[config.mk]
export PLATFORM = sky130hd
export DESIGN_NAME = relo_unit
export DESIGN_NICKNAME = d
export VERILOG_FILES = /design/src/rtl/relo_pkg.sv /design/src/rtl/relo_regs.sv /design/src/rtl/relo_check.sv /design/src/rtl/relo_resp_fsm.sv /design/src/rtl/relo_unit.sv
export SDC_FILE = /design/constraint.sdc
export NUM_CORES = 1
export LEC_CHECK = 0
export BUFFER_PORTS_ARGS = -buffer_cell sky130_fd_sc_hd__buf_2
export CAP_MARGIN = 20
export CORE_UTILIZATION = 39
export CTS_CLUSTER_DIAMETER = 50
export DETAILED_ROUTE_END_ITERATION = 10
export GPL_TIMING_DRIVEN = 1
export SETUP_SLACK_MARGIN = 0.4
export SLEW_MARGIN = 30
export SYNTH_ARGS = -nofsm -noshare
export SYNTH_HDL_FRONTEND = slang
export SYNTH_SLANG_ARGS = --single-unit
[constraint.sdc]
create_clock -name clk -period 11 [get_ports clk]
set_input_delay 1.1 -clock clk [delete_from_list [all_inputs] [get_ports clk]]
set_output_delay 1.1 -clock clk [all_outputs]
set_load 0.01 [all_outputs]
[src/rtl/relo_pkg.sv]
package relo_pkg;

    typedef enum logic [1:0] {
        RSP_IDLE = 2'd0,
        RSP_PASS = 2'd1,
        RSP_TRAP = 2'd2
    } rsp_state_e;

    typedef enum logic {
        SEL_BASE  = 1'b0,
        SEL_BOUND = 1'b1
    } cfg_sel_e;

    typedef enum logic {
        LIM_SIZE = 1'b0,
        LIM_END  = 1'b1
    } lim_mode_e;

endpackage

[src/rtl/relo_regs.sv]
module relo_regs
    import relo_pkg::*;
#(
    parameter int PADDR_W = 20
) (
    input  logic               clk,
    input  logic               rst_n,
    input  logic               cfg_we,
    input  logic               cfg_sel,
    input  logic               cfg_priv,
    input  logic [PADDR_W-1:0] cfg_wdata,
    output logic [PADDR_W-1:0] base_q,
    output logic [PADDR_W-1:0] bound_q,
    output logic               priv_fault
);

    logic wr_ok;
    logic wr_bad;

    assign wr_ok  = cfg_we &&  cfg_priv;
    assign wr_bad = cfg_we && !cfg_priv;

    always_ff @(posedge clk) begin
        if (!rst_n) begin
            base_q     <= '0;
            bound_q    <= '0;
            priv_fault <= 1'b0;
        end else begin
            priv_fault <= wr_bad;
            if (wr_ok) begin
                unique case (cfg_sel_e'(cfg_sel))
                    SEL_BASE:  base_q  <= cfg_wdata;
                    SEL_BOUND: bound_q <= cfg_wdata;
                    default:   base_q  <= base_q;
                endcase
            end
        end
    end

    AST_USER_WRITE_IGNORED: assert property (@(posedge clk) disable iff (!rst_n)
        (cfg_we && !cfg_priv) |=> ($stable(base_q) && $stable(bound_q)));
    AST_FAULT_PULSE: assert property (@(posedge clk) disable iff (!rst_n)
        (cfg_we && !cfg_priv) |=> priv_fault);
    AST_FAULT_ONLY_ON_USER: assert property (@(posedge clk) disable iff (!rst_n)
        !(cfg_we && !cfg_priv) |=> !priv_fault);
    AST_PRIV_WRITE_LANDS: assert property (@(posedge clk) disable iff (!rst_n)
        (cfg_we && cfg_priv && !cfg_sel) |=> (base_q == $past(cfg_wdata)));

endmodule

[src/rtl/relo_check.sv]
module relo_check
    import relo_pkg::*;
#(
    parameter int LADDR_W = 16,
    parameter int PADDR_W = 20
) (
    input  logic [LADDR_W-1:0] addr,
    input  logic [PADDR_W-1:0] base,
    input  logic [PADDR_W-1:0] bound,
    input  logic               mode_end,
    output logic               legal,
    output logic [PADDR_W-1:0] paddr
);

    localparam int EXT_W = PADDR_W - LADDR_W;
    localparam int SUM_W = PADDR_W + 1;

    logic [PADDR_W-1:0] addr_ext;
    logic [SUM_W-1:0]   sum;
    logic               carry;
    logic               size_ok;
    logic               end_ok;

    generate
        if (EXT_W > 0) begin : g_zext
            assign addr_ext = {{EXT_W{1'b0}}, addr};
        end else begin : g_same
            assign addr_ext = addr[PADDR_W-1:0];
        end
    endgenerate

    // Both comparisons run in parallel; the mode only picks one.
    assign sum     = {1'b0, base} + {1'b0, addr_ext};
    assign carry   = sum[PADDR_W];
    assign size_ok = addr_ext < bound;
    assign end_ok  = sum[PADDR_W-1:0] <= bound;

    always_comb begin
        unique case (lim_mode_e'(mode_end))
            LIM_SIZE: legal = size_ok && !carry;
            LIM_END:  legal = end_ok  && !carry;
            default:  legal = 1'b0;
        endcase
        paddr = legal ? sum[PADDR_W-1:0] : '0;
    end

endmodule

[src/rtl/relo_resp_fsm.sv]
module relo_resp_fsm
    import relo_pkg::*;
#(
    parameter int PADDR_W = 20
) (
    input  logic               clk,
    input  logic               rst_n,
    input  logic               req_valid,
    input  logic               legal,
    input  logic [PADDR_W-1:0] paddr_in,
    output logic               out_valid,
    output logic               out_trap,
    output logic [PADDR_W-1:0] out_paddr
);

    rsp_state_e         state_q;
    rsp_state_e         state_d;
    logic [PADDR_W-1:0] paddr_q;

    always_comb begin
        if (!req_valid)  state_d = RSP_IDLE;
        else if (legal)  state_d = RSP_PASS;
        else             state_d = RSP_TRAP;
    end

    always_ff @(posedge clk) begin
        if (!rst_n) begin
            state_q <= RSP_IDLE;
            paddr_q <= '0;
        end else begin
            state_q <= state_d;
            paddr_q <= (state_d == RSP_PASS) ? paddr_in : '0;
        end
    end

    always_comb begin
        out_valid = 1'b0;
        out_trap  = 1'b0;
        out_paddr = '0;
        unique case (state_q)
            RSP_IDLE: ;
            RSP_PASS: begin
                out_valid = 1'b1;
                out_paddr = paddr_q;
            end
            RSP_TRAP: out_trap = 1'b1;
            default:  ;
        endcase
    end

    AST_EXCLUSIVE_OUT: assert property (@(posedge clk) disable iff (!rst_n)
        !(out_valid && out_trap));
    AST_TRAP_NO_ADDR: assert property (@(posedge clk) disable iff (!rst_n)
        out_trap |-> (out_paddr == '0));

endmodule

[src/rtl/relo_unit.sv]
module relo_unit
    import relo_pkg::*;
#(
    parameter int LADDR_W = 16,
    parameter int PADDR_W = 20
) (
    input  logic               clk,
    input  logic               rst_n,
    input  logic               req_valid,
    input  logic [LADDR_W-1:0] req_addr,
    input  logic               limit_is_end,
    input  logic               cfg_we,
    input  logic               cfg_sel,
    input  logic               cfg_priv,
    input  logic [PADDR_W-1:0] cfg_wdata,
    output logic               out_valid,
    output logic               out_trap,
    output logic [PADDR_W-1:0] out_paddr,
    output logic               priv_fault
);

    localparam int EXT_W = PADDR_W - LADDR_W;

    logic [PADDR_W-1:0] base_q;
    logic [PADDR_W-1:0] bound_q;
    logic               legal;
    logic [PADDR_W-1:0] paddr_c;

    relo_regs #(.PADDR_W(PADDR_W)) u_regs (
        .clk        (clk),
        .rst_n      (rst_n),
        .cfg_we     (cfg_we),
        .cfg_sel    (cfg_sel),
        .cfg_priv   (cfg_priv),
        .cfg_wdata  (cfg_wdata),
        .base_q     (base_q),
        .bound_q    (bound_q),
        .priv_fault (priv_fault)
    );

    relo_check #(.LADDR_W(LADDR_W), .PADDR_W(PADDR_W)) u_check (
        .addr     (req_addr),
        .base     (base_q),
        .bound    (bound_q),
        .mode_end (limit_is_end),
        .legal    (legal),
        .paddr    (paddr_c)
    );

    relo_resp_fsm #(.PADDR_W(PADDR_W)) u_fsm (
        .clk       (clk),
        .rst_n     (rst_n),
        .req_valid (req_valid),
        .legal     (legal),
        .paddr_in  (paddr_c),
        .out_valid (out_valid),
        .out_trap  (out_trap),
        .out_paddr (out_paddr)
    );

    AST_REQ_ANSWERED: assert property (@(posedge clk) disable iff (!rst_n)
        req_valid |=> (out_valid || out_trap));
    AST_NO_REQ_QUIET: assert property (@(posedge clk) disable iff (!rst_n)
        !req_valid |=> (!out_valid && !out_trap));
    AST_SIZE_BOUND: assert property (@(posedge clk) disable iff (!rst_n)
        (req_valid && !limit_is_end && ({{EXT_W{1'b0}}, req_addr} >= bound_q)) |=> out_trap);
    AST_END_BOUND: assert property (@(posedge clk) disable iff (!rst_n)
        (req_valid && limit_is_end) |=> (out_trap || (out_paddr <= $past(bound_q))));
    AST_NO_OVERFLOW: assert property (@(posedge clk) disable iff (!rst_n)
        out_valid |-> (out_paddr >= $past(base_q)));

endmodule

# == After elaboration in Yosys (flattened, before gate mapping) ==
# Index checks and enable logic that the tools add are counted.
# word_totals
ff_bits,63
latch_bits,0
ram_bits,0
rom_bits,0
in_bits,43
out_inout_bits,23
elab_cells,28
mem_count,0
# op_classes
addsub,1
mul,0
div_mod_pow,0
magnitude_cmp,2
eq_ne,3
shift,0
mux,6
bitwise,2
reduce_logical,9
# ops
operator,count
20-bit by 16-bit adder with 21-bit output,1
20-bit less-or-equal comparator,1
16-bit by 20-bit < comparator with 1-bit output,1
20-bit 2-to-1 mux,1
"2-bit by 1-bit equality test with 1-bit output, second input constant",2
1-bit logical AND,4
2-bit 2-to-1 mux,2
2-bit AND reduction,2
3-bit AND reduction,1
"2-bit equality test, second input constant",1
1-bit zero test,2
1-bit 2-to-1 mux,2
1-bit NOT,2
1-bit case mux with 2 select lines,1

# == Logic depth before layout (Yosys ltp) ==
# Gate-level depths: netlist of run 1.
# depth
ltp_word,8
mapped_depth,17
mapped_depth_nobuf,16

# == Modules after synthesis ==
# From an unflattened synthesis of run 1, not the netlist that was laid out.
# hier_totals
hier_cells,519
hier_area_um2,4585.6
# modules_own_cells
module,n_inst,cells_per_inst,area_each_um2,seq_area_each_um2
relo_check,1,287,2157.1,0.0
relo_regs,1,156,1539.0,820.8
relo_resp_fsm,1,76,889.6,440.4

# == Least setup slack after synthesis of run 1 ==
# Ideal clock, no wire load.
# synth_timing
path_type,input to register
start,input req_addr[6]
end,register u_fsm.paddr_q[17]
setup_time_ns,0.058
arrival_ns,4.625
t_required_ns,10.942
path_slack_ns,6.317
stages,16
path_buffers,1
path_cell_list,ha_1 -> a2111oi_0 -> a21oi_1 -> a221o_1 -> a21oi_2 -> mux2i_1 -> or2_2 -> ha_1 -> nand4_1 -> nor2_1 -> nand2_1 -> o21ai_0 -> a41oi_1 -> or4b_1 -> buf_2 -> o21ba_1
# synth_between
elab_chain_len,8
elab_cells_between_ends,11
cone_classes,1 x add/sub; 2 x order compare; 1 x eq/ne; 3 x mux; 4 x reduce/logical
# synth_rtl
element,line_no,rtl
"start, declared",relo_unit.sv:10,"input logic [LADDR_W-1:0] req_addr,"
20-bit by 16-bit adder with 21-bit output *,relo_check.sv:33,"assign sum = {1'b0, base} + {1'b0, addr_ext};"
net u_check.sum[17],relo_check.sv:19,logic [SUM_W-1:0] sum;
20-bit less-or-equal comparator,relo_check.sv:36,assign end_ok = sum[PADDR_W-1:0] <= bound;
1-bit logical AND,relo_check.sv:41,LIM_END: legal = end_ok && !carry;
1-bit case mux with 2 select lines,relo_check.sv:39,unique case (lim_mode_e'(mode_end))
2-bit 2-to-1 mux,relo_resp_fsm.sv:22,else if (legal) state_d = RSP_PASS;
2-bit 2-to-1 mux,relo_resp_fsm.sv:21,if (!req_valid) state_d = RSP_IDLE;
2-bit by 1-bit equality test with 1-bit output,relo_resp_fsm.sv:32,paddr_q <= (state_d == RSP_PASS) ? paddr_in : '0;
3-bit AND reduction (no source line),--,
"end signal, assigned",relo_resp_fsm.sv:32,
"end, declared",relo_resp_fsm.sv:18,logic [PADDR_W-1:0] paddr_q;
# Mark *: on every way through the listed nets, which the timed path passes. The rest lies on a longest branch.
# A chain may end at the register's enable or synchronous reset.

# == Worst setup path in the final report of run 1 ==
# layout_timing
start,input req_addr[6]
end,register u_fsm.paddr_q[4]
# layout_between
elab_chain_len,8
elab_cells_between_ends,11
cone_classes,1 x add/sub; 2 x order compare; 1 x eq/ne; 3 x mux; 4 x reduce/logical
# layout_rtl
element,line_no
20-bit by 16-bit adder with 21-bit output *,relo_check.sv:33
net u_check.sum[17],relo_check.sv:19
20-bit less-or-equal comparator *,relo_check.sv:36
1-bit logical AND *,relo_check.sv:41
1-bit case mux with 2 select lines *,relo_check.sv:39
2-bit 2-to-1 mux,relo_resp_fsm.sv:22
2-bit 2-to-1 mux,relo_resp_fsm.sv:21
2-bit by 1-bit equality test with 1-bit output,relo_resp_fsm.sv:32
3-bit AND reduction (no source line) *,--
# Marks and branches as above.

==> results of run 1 <==
cell families after synthesis:
| group | Yosys count |
|---|---|
| xor gates and xnor gates | 13 |
| buffers and inverters | 43 |
| and+or+nand+nor | 187 |
| muxes | 2 |
| DFF | 63 |
| AOI/OAI and AO/OA | 122 |
| adders and majority gates | 52 |
worst max-delay path: cells and delay by family:
family	cells	cell delay, ns
mux	1	0.12
fa+ha+maj	2	0.65
simple gates	3	1.15
buf+inv	1	0.12
compound gates	8	2.34
power by group through the flow:
| stage | registers, mW | clock network, mW | logic (mW) |
|---|---|---|---|
| 4_1_cts | 0.242 | 0.262 | 0.102 |
| 6_report | 0.242 | 0.258 | 0.103 |
| 5_1_grt | 0.243 | 0.272 | 0.117 |
| 3_5_place_dp | 0.247 | 0 | 0.101 |
| 2_1_floorplan | 0.245 | 0 | 0.0715 |
| 3_3_place_gp | 0.247 | 0 | 0.0986 |
layer usage:
metal | global-route usage, % | routed length (um) | up-vias
met2 | 30.05 | 4017 | 87
met1 | 28.36 | 5137 | 1591
li1 | - | - | 1805
met5 | 0 | 0 | -
met4 | 8.342 | 261 | 0
met3 | 3.186 | 413 | 18
path summary, 6_finish.rpt:
kind	start	end	slack (ns)	depth (start not counted)
hold / removal	u_regs.bound_q[13]	u_regs.bound_q[13]	0.46	2
setup reg to reg	u_regs.base_q[6]	u_fsm.paddr_q[4]	6.33	14
setup / recovery	req_addr[6]	u_fsm.paddr_q[4]	5.77	15
hold reg to reg	u_regs.bound_q[13]	u_regs.bound_q[13]	0.46	2
layout make-up:
class | count | area [um^2]
Clock buffer | 10 | 137.6
Fill cell | 986 | 5179
Clock inverter | 6 | 116.4
Multi-Input combinational cell | 376 | 2577
Sequential cell | 63 | 1261
Timing Repair Buffer | 67 | 340.3
Inverter | 23 | 86.33
Tap cell | 133 | 166.4
layout by cell type, fill, tap and decap left out, types with 4 or more instances in the layout:
| master | synthesis | final |
|---|---|---|
| o21ai_0 | 13 | 13 |
| ha_1 | 51 | 51 |
| inv_1 | 23 | 23 |
| and2_1 | 21 | 21 |
| nand3_1 | 6 | 6 |
| clkbuf_8 | 0 | 10 |
| buf_2 | 1 | 65 |
| nor2b_1 | 9 | 8 |
| nand2_1 | 92 | 92 |
| a21boi_0 | 41 | 41 |
| xnor2_1 | 10 | 10 |
| a21o_1 | 11 | 11 |
| a211oi_1 | 5 | 5 |
| nor4b_1 | 11 | 11 |
| nand4_1 | 8 | 8 |
| and3_1 | 4 | 4 |
| nor2_1 | 21 | 21 |
| a21oi_1 | 20 | 20 |
| o21a_1 | 5 | 5 |
| nand2b_1 | 4 | 4 |
| dfxtp_1 | 63 | 63 |
state kept, by name, summed over array words and instances (netlist names):
| register | flops |
|---|---|
| u_fsm.state_q | 2 |
| u_regs.bound_q | 20 |
| u_regs.base_q | 20 |
| u_regs.priv_fault | 1 |
| u_fsm.paddr_q | 20 |
stage by stage:
step           power, mW  setup WS [ns]  hold WS, ns
2_1_floorplan     0.3167          6.317       0.4435
3_3_place_gp      0.3453          5.577       0.4541
3_5_place_dp      0.3481          5.354       0.4576
4_1_cts           0.6055          5.701       0.4679
5_1_grt           0.6316          5.454       0.4906
6_report          0.6018          5.774       0.4642
==> flow_metrics.tcl, run 1 <==
set metrics [dict create \
    synth.avg_cell_area_um2 8.281 \
    tightest_slew_ns 0.8474 \
    setup_tns_ns 0 \
    root_buffer "clkbuf_8" \
    synth_top_family_by_area "simple AND/OR/NAND/NOR gates" \
    cts_tree "done" \
    crit_type "in -> reg" \
    cts.sinks 63 \
    syn_nets 577 \
    clk_pin_slew_ns 0.07 \
    synth_area_leaders "dfxtp_1 32%, ha_1 16%, nand2_1 8.7%" \
    vias_per_cell 5.164 \
    seq_area_frac_synth_pct 31.60 \
    synth_area_mm2 0.003991 \
    setup_viol 0 \
    ys_types 52 \
    antenna_found_initial 0 \
    finish.utilization_pct 47.50 \
    finalNetCount 635 \
    cpMaxStageDelayCell "or4b_1" \
    die_width_um 103.2 \
    ant_nets 0 \
    slew_headroom_pct 43.35 \
    synth_adder_area_share_pct 16.49 \
    min_period_over_period_pct 47.51 \
    fmax_ghz 0.1914 \
    core_mm2 0.009864 \
    die_y_um 103.2 \
    grt_max_degree 44 \
    antenna_cells 0 \
    synth.mux.area_fraction_pct 0.5329 \
    synth_xor_xnor_area_share_pct 2.853 \
    cts_setup_buffers 0 \
    synth_edf_count 0 \
    endpoint_kind "flip-flop" \
    crit_chain "buf_2 > ha_1 > a2111oi_0 > a21oi_1 > a221o_1 > a21oi_2 > mux2i_1 > or2_2 > ha_1 > a21oi_1 > nor2b_1 > o21ai_0 > a41oi_2 > or4b_1 > a211oi_2" \
    syn_to_final_growth_pct 17.40 \
    synth_flop_cell "dfxtp_1" \
    dp_hpwl_um 7725 \
    holdBufCountCts 0 \
    arrival_ns 5.48 \
    wl_per_cell_um 14.50 \
    status "finished, final reports clean" \
    std_cell_rows 36 \
    power.density_mw_per_mm2 128.4 \
    p_sw_uw 162.1 \
    via_count 3501 \
    finClkSkew_ns 0.009572 \
    crit_fanout 13 \
    hold_viol_final 0 \
    cts_max_level 3 \
    initial_core_util_pct 40.46 \
    grt_pass1_vias 3312 \
    rsz0062_at_grt "false" \
    placedCellCount 662 \
    die-area_mm2 0.01064 \
    drc 0 \
    clk_latency_ns 0.34 \
    grt_usage_pct 20.01 \
    synth_simple_gate_area_share_pct 22.92 \
    drv.max_cap_violation_count 0 \
    grt_pass1_wl_um 16100 \
    critPathMaxStageDelay_ns 0.79 \
    yosysTopAreaCellShare_pct 31.60 \
    fin_crit_ns 5.226 \
    p_comb_share_pct 17.0 \
    layout-drive-gt1-share_pct 17.06 \
    maxSlewViolCount 0 \
    ir_worst_vdd_v 0.00005323 \
    synthCells 482 \
    async_flop_share_pct 0 \
    design_area_mm2 0.004686 \
    clock_power_share_pct 42.8 \
    swShare_pct 26.94 \
    drt_pass1_iterations 4 \
    instances_no_fill 678 \
    ioPinCount 66 \
    numPortBuffers 65 \
    place.gp.congestion 0.8809 \
    cts_made_buffers 9 \
    hold_class "reg -> reg" \
    synthTopCellsByCount "92 x nand2_1, 63 x dfxtp_1, 51 x ha_1, 41 x a21boi_0, 23 x inv_1" \
    cp.required_ns 11.26 \
    drt_iter0_markers 150 \
    overflow 0 \
    synth_compound_area_share_pct 21.54 \
    place_area_mm2 0.004422 \
    wl_um 9830 \
    yosys_warnings 0 \
    ys_ff_latch 63 \
    synth.most_common_cell "nand2_1" \
    max-clock-path-buffers 2 \
    synth_area_leader_cell "dfxtp_1" \
    power_leakage_nw 2.013 \
    seq_power_share_pct 40.2 \
    cts_resized 0 \
    power.internal_uw 439.7 \
    cp-start-kind "input pin" \
]
Power figures use the tool's default switching activity.
==> run 2, diff against run 1 <==
- ABC_AREA: default -> 1
- clock period: 11 -> 4.8 ns (I/O delays scaled with it)
==> run 2 against run 1 <==
  * Final area increased by 0.99%
  * Clock skew increased by 0.00051 ns
  * Utilization about the same
  * Worst setup slack got worse by 4.5 ns
  * Synthesized cell count increased by 26%
  * Sequential power increased by 130%
  * Hold slack got worse by 0.14 ns
  * Non-clock buffer count unchanged
  * Sequential share of layout area decreased by 0.26 points
  * Die area increased by 1.8%
  * Largest power group is now registers
==> flow_metrics.tcl, run 2 <==
set metrics [dict create \
    synth_area_mm2 0.004065 \
    synth_area_leaders "dfxtp_1 31%, ha_1 16%, nand2_1 11%" \
    hold_class "in -> reg" \
    initial_core_util_pct 40.84 \
    place_area_mm2 0.004501 \
    timing.rr.start "u_regs.base_q[0]" \
    maxSlewViolCount 0 \
    nFillCells 1060 \
    std_cell_rows 36 \
    via_count 3823 \
    finalNetCount 767 \
    cts_setup_buffers 0 \
    die_y_um 104.1 \
    hold_viol_final 0 \
    async_flop_share_pct 0 \
    ir_worst_vdd_v 0.0001522 \
    swShare_pct 30.46 \
    grt_pass1_vias 3628 \
    tightest_slew_ns 0.8569 \
    place.gp.congestion 0.8499 \
    final_common_cell "nand2_1" \
    max-clock-path-buffers 2 \
    r2r_slack_ns 1.24 \
    clock_power_share_pct 38.1 \
    min_period_over_period_pct 74.17 \
    overflow 0 \
    crit_type "reg -> reg" \
    power.internal_uw 990.9 \
    seq_power_share_pct 39.6 \
    fmax_ghz 0.2809 \
    cts_max_level 3 \
    holdBufCountCts 0 \
    yosys_warnings 0 \
    power.density_mw_per_mm2 301.1 \
    clk_latency_ns 0.35 \
    worst_r2r_path_depth 22 \
    endpoint_kind "flip-flop" \
    finish.utilization_pct 47.54 \
    synthTopCellsByCount "117 x nand2_1, 105 x inv_1, 104 x nor2_1, 63 x dfxtp_1, 55 x a21oi_1" \
    grt_usage_pct 20.35 \
    finClkSkew_ns 0.01008 \
    synth_edf_count 0 \
    drt_pass1_iterations 5 \
    reg.largest.list "u_fsm.paddr_q: 20 flops, u_regs.base_q: 20 flops, u_regs.bound_q: 20 flops" \
    clk_pin_slew_ns 0.08 \
    cp.required_ns 5.06 \
    drv.max_cap_violation_count 0 \
    setup_tns_ns 0 \
    rsz0062_at_grt "false" \
    crit_fanout 21 \
    wl_per_cell_um 12.68 \
    numPortBuffers 65 \
    cp-start-kind "flip-flop" \
    r2r-end "u_fsm.paddr_q[3]" \
    fin_crit_ns 3.560 \
    synth_flop_cell "dfxtp_1" \
    synth_area_leader_cell "dfxtp_1" \
    slew_headroom_pct 42.81 \
    layout-drive-gt1-share_pct 13.00 \
    synthCells 609 \
    seq_area_frac_synth_pct 31.02 \
    multiInputGateArea_mm2 0.002338 \
    die-area_mm2 0.01084 \
    vias_per_cell 4.720 \
    ys_ff_latch 63 \
    ioPinCount 66 \
    wl_um 10270 \
    holdWs_ns 0.3207 \
    p_sw_uw 434.0 \
    antenna_found_initial 0 \
    p_comb_share_pct 22.3 \
    cts_resized 0 \
    arrival_ns 3.82 \
    status "finished, final reports clean" \
    register_area_mm2 0.001261 \
    power_leakage_nw 2.465 \
    grt_pass1_wl_um 17590 \
    root_buffer "clkbuf_8" \
    most-common-layout-cells "117 x nand2_1, 105 x inv_1, 104 x nor2_1, 65 x buf_2, 63 x dfxtp_1" \
    yosysTopAreaCellShare_pct 31.02 \
    cts_tree "done" \
    design_area_mm2 0.004732 \
    core_mm2 0.009955 \
    die_width_um 104.1 \
    crit_end "u_fsm.paddr_q[3]" \
    drt_iter0_markers 166 \
    synth.avg_cell_area_um2 6.675 \
    antenna_cells 0 \
    grt_max_degree 43 \
    syn_to_final_growth_pct 16.41 \
    setup_viol 0 \
    cts_made_buffers 9 \
    ant_nets 0 \
    cts.sinks 63 \
    dp_hpwl_um 8052 \
    synth.most_common_cell "nand2_1" \
    drc 0 \
    startpoint "u_regs.base_q[0]" \
    syn_nets 704 \
    ys_types 25 \
]
[run 2: logic make-up after synthesis]
logic type / after synthesis / share of synthesized area (%)
and+or+nand+nor: 252 / 24.96
buffers and inverters: 120 / 11.45
AOI/OAI and AO/OA: 111 / 14.00
DFF: 63 / 31.02
adders and majority gates: 52 / 16.19
xor gates and xnor gates: 11 / 2.370
[run 2: power by group through the flow]
stage | registers, mW | logic (mW) | clock network, mW
finish | 0.564 | 0.318 | 0.543
global route | 0.567 | 0.371 | 0.582
CTS | 0.564 | 0.319 | 0.552
detailed placement | 0.576 | 0.317 | 0
global placement | 0.575 | 0.313 | 0
floorplan | 0.572 | 0.228 | 0
[run 2: worst max-delay path: stages (launching register included)]
cell and delay, ns:
dfxtp_1 0.32, ha_1 0.23, fa_1 0.39, nand2_1 0.07, inv_1 0.05, nand2_1 0.07, nand2_2 0.08, nand2_1 0.07
nand2_1 0.09, nand2_1 0.08, nand2_2 0.09, nand2_1 0.09, xor2_1 0.19, inv_1 0.07, ha_1 0.26, nand2_1 0.05
nor2_1 0.17, nand2_1 0.10, nor2_1 0.15, a21oi_1 0.08, nand2_1 0.10, nand4_2 0.43, nor2_1 0.26
[run 2: worst min path at each step]
stage                            start                 end  slack (ns)  cells after the start
CTS                           cfg_priv   u_regs.priv_fault        0.31                      2
detailed placement  u_regs.bound_q[16]  u_regs.bound_q[16]        0.48                      2
global route                  cfg_priv   u_regs.priv_fault        0.31                      2
global placement    u_regs.bound_q[16]  u_regs.bound_q[16]        0.47                      2
floorplan            u_regs.bound_q[0]   u_regs.bound_q[0]        0.44                      2
finish                        cfg_priv   u_regs.priv_fault        0.32                      2
[run 2: area by class of cell]
type,instances,area share [%]
tap,133,3.517
clock inverter,5,1.692
inverter,105,8.329
clock buffer,11,3.199
multi-input combinational,426,49.42
timing repair buffer,67,7.192
sequential,63,26.65
[run 2: through the flow]
stage,std cells,power (mW),setup WS [ns]
global placement,794,0.8887,1.005
floorplan,609,0.8006,1.749
detailed placement,794,0.8928,0.9331
finish,810,1.425,1.240
CTS,810,1.435,1.214
global route,810,1.519,0.8225
[run 2: routing by layer]
layer  track usage (%)  routed length (um)
met5                 0                   0
met4             5.612                 151
met3             3.697                 427
met2             33.10                4453
met1             27.51                5236
